==> config.mk <==
export PLATFORM = sky130hd
export DESIGN_NAME = clk_hint_ctrl
export DESIGN_NICKNAME = d
export VERILOG_FILES = /design/src/rtl/clk_hint_pkg.sv /design/src/rtl/hint_gate_decide.sv /design/src/rtl/hint_gate_cell.sv /design/src/rtl/hint_status_mirror.sv /design/src/rtl/clk_hint_ctrl.sv
export SDC_FILE = /design/constraint.sdc
export NUM_CORES = 1
export LEC_CHECK = 0
export ABC_CLOCK_PERIOD_IN_PS = 1000
export BUFFER_PORTS_ARGS = -buffer_cell sky130_fd_sc_hd__buf_2
export CAP_MARGIN = 15
export CORE_AREA = 2 2 39 41
export CTS_CLUSTER_SIZE = 10
export DETAILED_ROUTE_END_ITERATION = 6
export DIE_AREA = 0 0 41 43
export SLEW_MARGIN = 10
export SYNTH_ARGS = -nofsm -noshare
export SYNTH_HDL_FRONTEND = slang
export SYNTH_SLANG_ARGS = --single-unit
export TNS_END_PERCENT = 100
==> constraint.sdc <==
create_clock -name clk_i -period 1 [get_ports clk_i]
set_input_delay 0.25 -clock clk_i [delete_from_list [all_inputs] [get_ports clk_i]]
set_output_delay 0.25 -clock clk_i [all_outputs]
set_load 0.005 [all_outputs]
==> src/rtl/clk_hint_pkg.sv <==
package clk_hint_pkg;

   // Action resolved for one clock in one cycle
   typedef enum logic [1:0] {
      GATE_HOLD = 2'd0,
      GATE_ON   = 2'd1,
      GATE_OFF  = 2'd2
   } gate_act_e;

   localparam int unsigned MAX_CLOCKS = 32;

   function automatic logic gate_apply(input gate_act_e act, input logic cur);
      case (act)
         GATE_ON:  return 1'b1;
         GATE_OFF: return 1'b0;
         default:  return cur;
      endcase
   endfunction

endpackage

==> src/rtl/hint_gate_decide.sv <==
module hint_gate_decide
   import clk_hint_pkg::*;
(
   input  logic      hint_i,
   input  logic      idle_i,
   input  logic      lowpwr_i,
   output gate_act_e act_o
);

   // Priority: low power, then an on hint, then an idle-qualified off request
   always_comb begin
      if (lowpwr_i)     act_o = GATE_OFF;
      else if (hint_i)  act_o = GATE_ON;
      else if (idle_i)  act_o = GATE_OFF;
      else              act_o = GATE_HOLD;
   end

endmodule

==> src/rtl/hint_gate_cell.sv <==
module hint_gate_cell
   import clk_hint_pkg::*;
#(
   parameter logic RESET_EN = 1'b1
) (
   input  logic clk_i,
   input  logic rst_ni,
   input  logic hint_i,
   input  logic idle_i,
   input  logic lowpwr_i,
   output logic en_d_o,
   output logic en_o
);

   gate_act_e act;
   logic      en_q;

   hint_gate_decide u_decide (
      .hint_i   (hint_i),
      .idle_i   (idle_i),
      .lowpwr_i (lowpwr_i),
      .act_o    (act)
   );

   assign en_d_o = gate_apply(act, en_q);

   always_ff @(posedge clk_i or negedge rst_ni) begin
      if (!rst_ni) en_q <= RESET_EN;
      else         en_q <= en_d_o;
   end

   assign en_o = en_q;

   assert_lowpwr_gates_R6: assert property (@(posedge clk_i) disable iff (!rst_ni)
      lowpwr_i |=> !en_q);
   assert_hint_on_immediate_R2: assert property (@(posedge clk_i) disable iff (!rst_ni)
      (!lowpwr_i && hint_i) |=> en_q);
   assert_idle_off_R3: assert property (@(posedge clk_i) disable iff (!rst_ni)
      (!lowpwr_i && !hint_i && idle_i) |=> !en_q);
   assert_busy_hold_R4: assert property (@(posedge clk_i) disable iff (!rst_ni)
      (!lowpwr_i && !hint_i && !idle_i && en_q) |=> en_q);
   assert_off_stays_off_R5: assert property (@(posedge clk_i) disable iff (!rst_ni)
      (!lowpwr_i && !hint_i && !en_q) |=> !en_q);

endmodule

==> src/rtl/hint_status_mirror.sv <==
module hint_status_mirror #(
   parameter int unsigned         WIDTH     = 5,
   parameter logic [WIDTH-1:0]    RESET_VAL = '1
) (
   input  logic             clk_i,
   input  logic             rst_ni,
   input  logic [WIDTH-1:0] next_i,
   output logic [WIDTH-1:0] status_o
);

   // Loads the same next-state the enable registers load, so it never lags
   always_ff @(posedge clk_i or negedge rst_ni) begin
      if (!rst_ni) status_o <= RESET_VAL;
      else         status_o <= next_i;
   end

endmodule

==> src/rtl/clk_hint_ctrl.sv <==
module clk_hint_ctrl
   import clk_hint_pkg::*;
#(
   parameter int unsigned NUM_CLK = 5
) (
   input  logic               clk_i,
   input  logic               rst_ni,
   input  logic [NUM_CLK-1:0] hint_i,
   input  logic [NUM_CLK-1:0] idle_i,
   input  logic               lowpwr_i,
   output logic [NUM_CLK-1:0] clk_en_o,
   output logic [NUM_CLK-1:0] status_o
);

   localparam logic [NUM_CLK-1:0] RESET_VEC = {NUM_CLK{1'b1}};

   if (NUM_CLK < 1 || NUM_CLK > MAX_CLOCKS) begin : g_bad_width
      $error("clk_hint_ctrl: NUM_CLK out of range");
   end

   logic [NUM_CLK-1:0] en_next;

   for (genvar i = 0; i < NUM_CLK; i++) begin : g_clk
      hint_gate_cell #(
         .RESET_EN (RESET_VEC[i])
      ) u_cell (
         .clk_i    (clk_i),
         .rst_ni   (rst_ni),
         .hint_i   (hint_i[i]),
         .idle_i   (idle_i[i]),
         .lowpwr_i (lowpwr_i),
         .en_d_o   (en_next[i]),
         .en_o     (clk_en_o[i])
      );
   end

   hint_status_mirror #(
      .WIDTH     (NUM_CLK),
      .RESET_VAL (RESET_VEC)
   ) u_status (
      .clk_i    (clk_i),
      .rst_ni   (rst_ni),
      .next_i   (en_next),
      .status_o (status_o)
   );

   assert_status_tracks_R8: assert property (@(posedge clk_i) disable iff (!rst_ni)
      status_o == clk_en_o);
   assert_lp_exit_hint0_off_R7: assert property (@(posedge clk_i) disable iff (!rst_ni)
      (!lowpwr_i && $past(lowpwr_i) && hint_i == '0) |=> clk_en_o == '0);

endmodule

==> summary.txt <==
Layout
  – Antenna diodes: 0
  – Ratio of cells with drive above 1 in the final layout: 66.7%
  – Area grow syn2layout: 45.3%
  – Fin nets: 62

Place
  – I/O Buffers: 22
  – Pre-CTS setup slack: 0.123 ns
  – Gp weighted congestion: 0.516
  – Detail Placement HPWL: 429 um

Logic synthesis
  – YS warnings: 0
  – Seq/Total Area, Yosys: 46.7%
  – Synth Net Count: 43
  – Leading area contributor after synthesis: dfstp_2
  – Syn Area/Cell: 9.38 sq um
  – Area contributors post-synth: dfstp_2 (47%), buf_4 (27%), nand2b_1 (11%)
  – Synth Instances: 30
  – Synthesized area: 282 sq um
  – Unique masters post-synth: 5
  – Flop and latch count out of synthesis: 5
  – Share of the synthesized area in the top cell type: 46.7%

Global routing
  – Total GRT Usage: 7.26%
  – Antenna violations before repair: 0
  – Overflow after GRT: 0
  – First-pass GRT wire length: 786 um
  – Largest net degree at the start of global routing: 6
  – Vias in the first global route: 215

Critical path
  – Slowest-stage cell, CP: dfstp_2
  – CP Buf/Inv Count: 1
  – Crit path cell chain: buf_2
  – R2r setup slk: 0.12 ns
  – CP Launch Type: flip-flop
  – Worst Path Required: 0.75 ns
  – Crit. End Element: primary output
  – Crit path DAT: 0.89 ns
  – Max incr delay on CP: 0.54 ns
  – Delay-heaviest family, CP: flip-flops
  – Critical path peak fanout: 3
  – Crit path kind: flip-flop to primary output

Die
  – Core Rows: 14
  – I/O pin total: 23
  – Die height: 43 um
  – Die area: 0.00176 sq mm
  – Initial Util: 20.3%
  – Die X: 41 um
  – Core area: 0.00138 sq mm

CTS
  – Clock Latency Late Sink: 0.24 ns
  – Root Buffer: clkbuf_4
  – Clock sink count: 5
  – TritonCTS Buffers: 3
  – Longest Clk Path Bufs: 2
  – CTS tree: built
  – H-tree lvl count: 1
  – Clk pin slew, worst setup/hold paths: 0.04 ns

Detailed routing
  – WL final: 519 um
  – DRC Markers: 0
  – Remaining antenna violation count after routing: 0
  – DR pass1 iterations: 3
  – Initial DRC count: 1
  – Via count: 225
  – Mean number of vias per cell: 3.52
  – WL/cell: 8.11 um

STA
  – Period utilization: 114%
  – Count of final setup violators: 10
  – Fin. Hold Viols: 0
  – Final Skew: 0 ns
  – Worst hold margin: 0.0113 ns
  – Minimum clock period: 1.14 ns
  – Worst slew margin: 91.7%
  – Measured slew at the worst slew-check pin: 0.125 ns
  – Setup slack after layout: -0.136 ns
  – RSZ-0062 raised after global routing: yes
  – Max Freq: 880 MHz
  – Slew Viols, Final: 0

Flow run
  – Max_cap viols: 0

Run status
  – Failing checks: negative setup slack
  – Outcome: complete, but fails checks

Pwr
  – Power Dens Cells: 1380 mW/mm^2
  – Leakage: 0.221 nW
  – Peak VDD IR: 0.000388 V

Worst hold path
  – Worst Hold Class: input pin to async pin
power breakdown:
group	internal, W	switching (W)	total, W
registers	0.000226	0.0000107	0.000237
logic	0.0000621	0.0000313	0.0000934
clock network	0.000151	0.0000837	0.000235
total	0.000439	0.000126	0.000565
cells in the final DEF (no fill, tap or decap):
master / count
a21oi_1: 5
buf_2: 17
buf_4: 2
buf_6: 5
clkbuf_1: 1
clkbuf_4: 3
dfstp_2: 5
inv_1: 5
nand2b_1: 5
logic make-up (layout without fill, tap and decap cells):
kind of cell	count (synthesis)	after routing	share of synthesized area (%)
buf+inv	15	33	33.3
flops	5	5	46.7
compound gates	5	5	8.89
simple gates	5	5	11.1
metal layers:
metal  vias up  global-route usage [%]  wire (um)
met5         -                       0          0
met4         0                    6.00          0
met3         0                    3.14         56
met2        15                    10.0        257
met1        93                    8.14        205
li1        117                       -          -
final cells by class:
type	count	area, sq um
clock buffer	4	26.3
inverter	5	18.8
timing repair buffer	24	156
tap	16	20.0
fill	151	975
multi-input combinational	10	56.3
sequential	5	131
worst paths after layout:
kind                                 from  cells past startpoint          end
worst min register to register  flip-flop                      2    flip-flop
max in group asynchronous          rst_ni                      1    async pin
min in group clk_i               lowpwr_i                      2    flip-flop
worst max register to register  flip-flop                      3    flip-flop
worst max-delay path            flip-flop                      1  clk_en_o[1]
worst min-delay path               rst_ni                      1    async pin
cell usage after synthesis, drive strengths merged:
library cell and number:
buf 10, a21oi 5, dfstp 5, inv 5, nand2b 5
timing repair:
item,CTS,global route
cloned,0,0
endpoints found under the setup margin,10,10
hold buffers,0,0
buffers inserted,2,0
gates resized for setup,0,5
stage by stage:
step                      util [%]  TNS (ns)  std cells  total power, W  area [sq um]
final                         29.6     -1.28         64        0.000565           409
after global routing          29.6     -1.71         64        0.000614           409
after CTS                     27.3     -1.38         64        0.000567           378
after detailed placement      24.3         0         58        0.000311           337
after global placement        24.3         0         58        0.000308           337
after floorplan                  -         0         30        0.000291           282
Power figures use the tool's default switching activity.
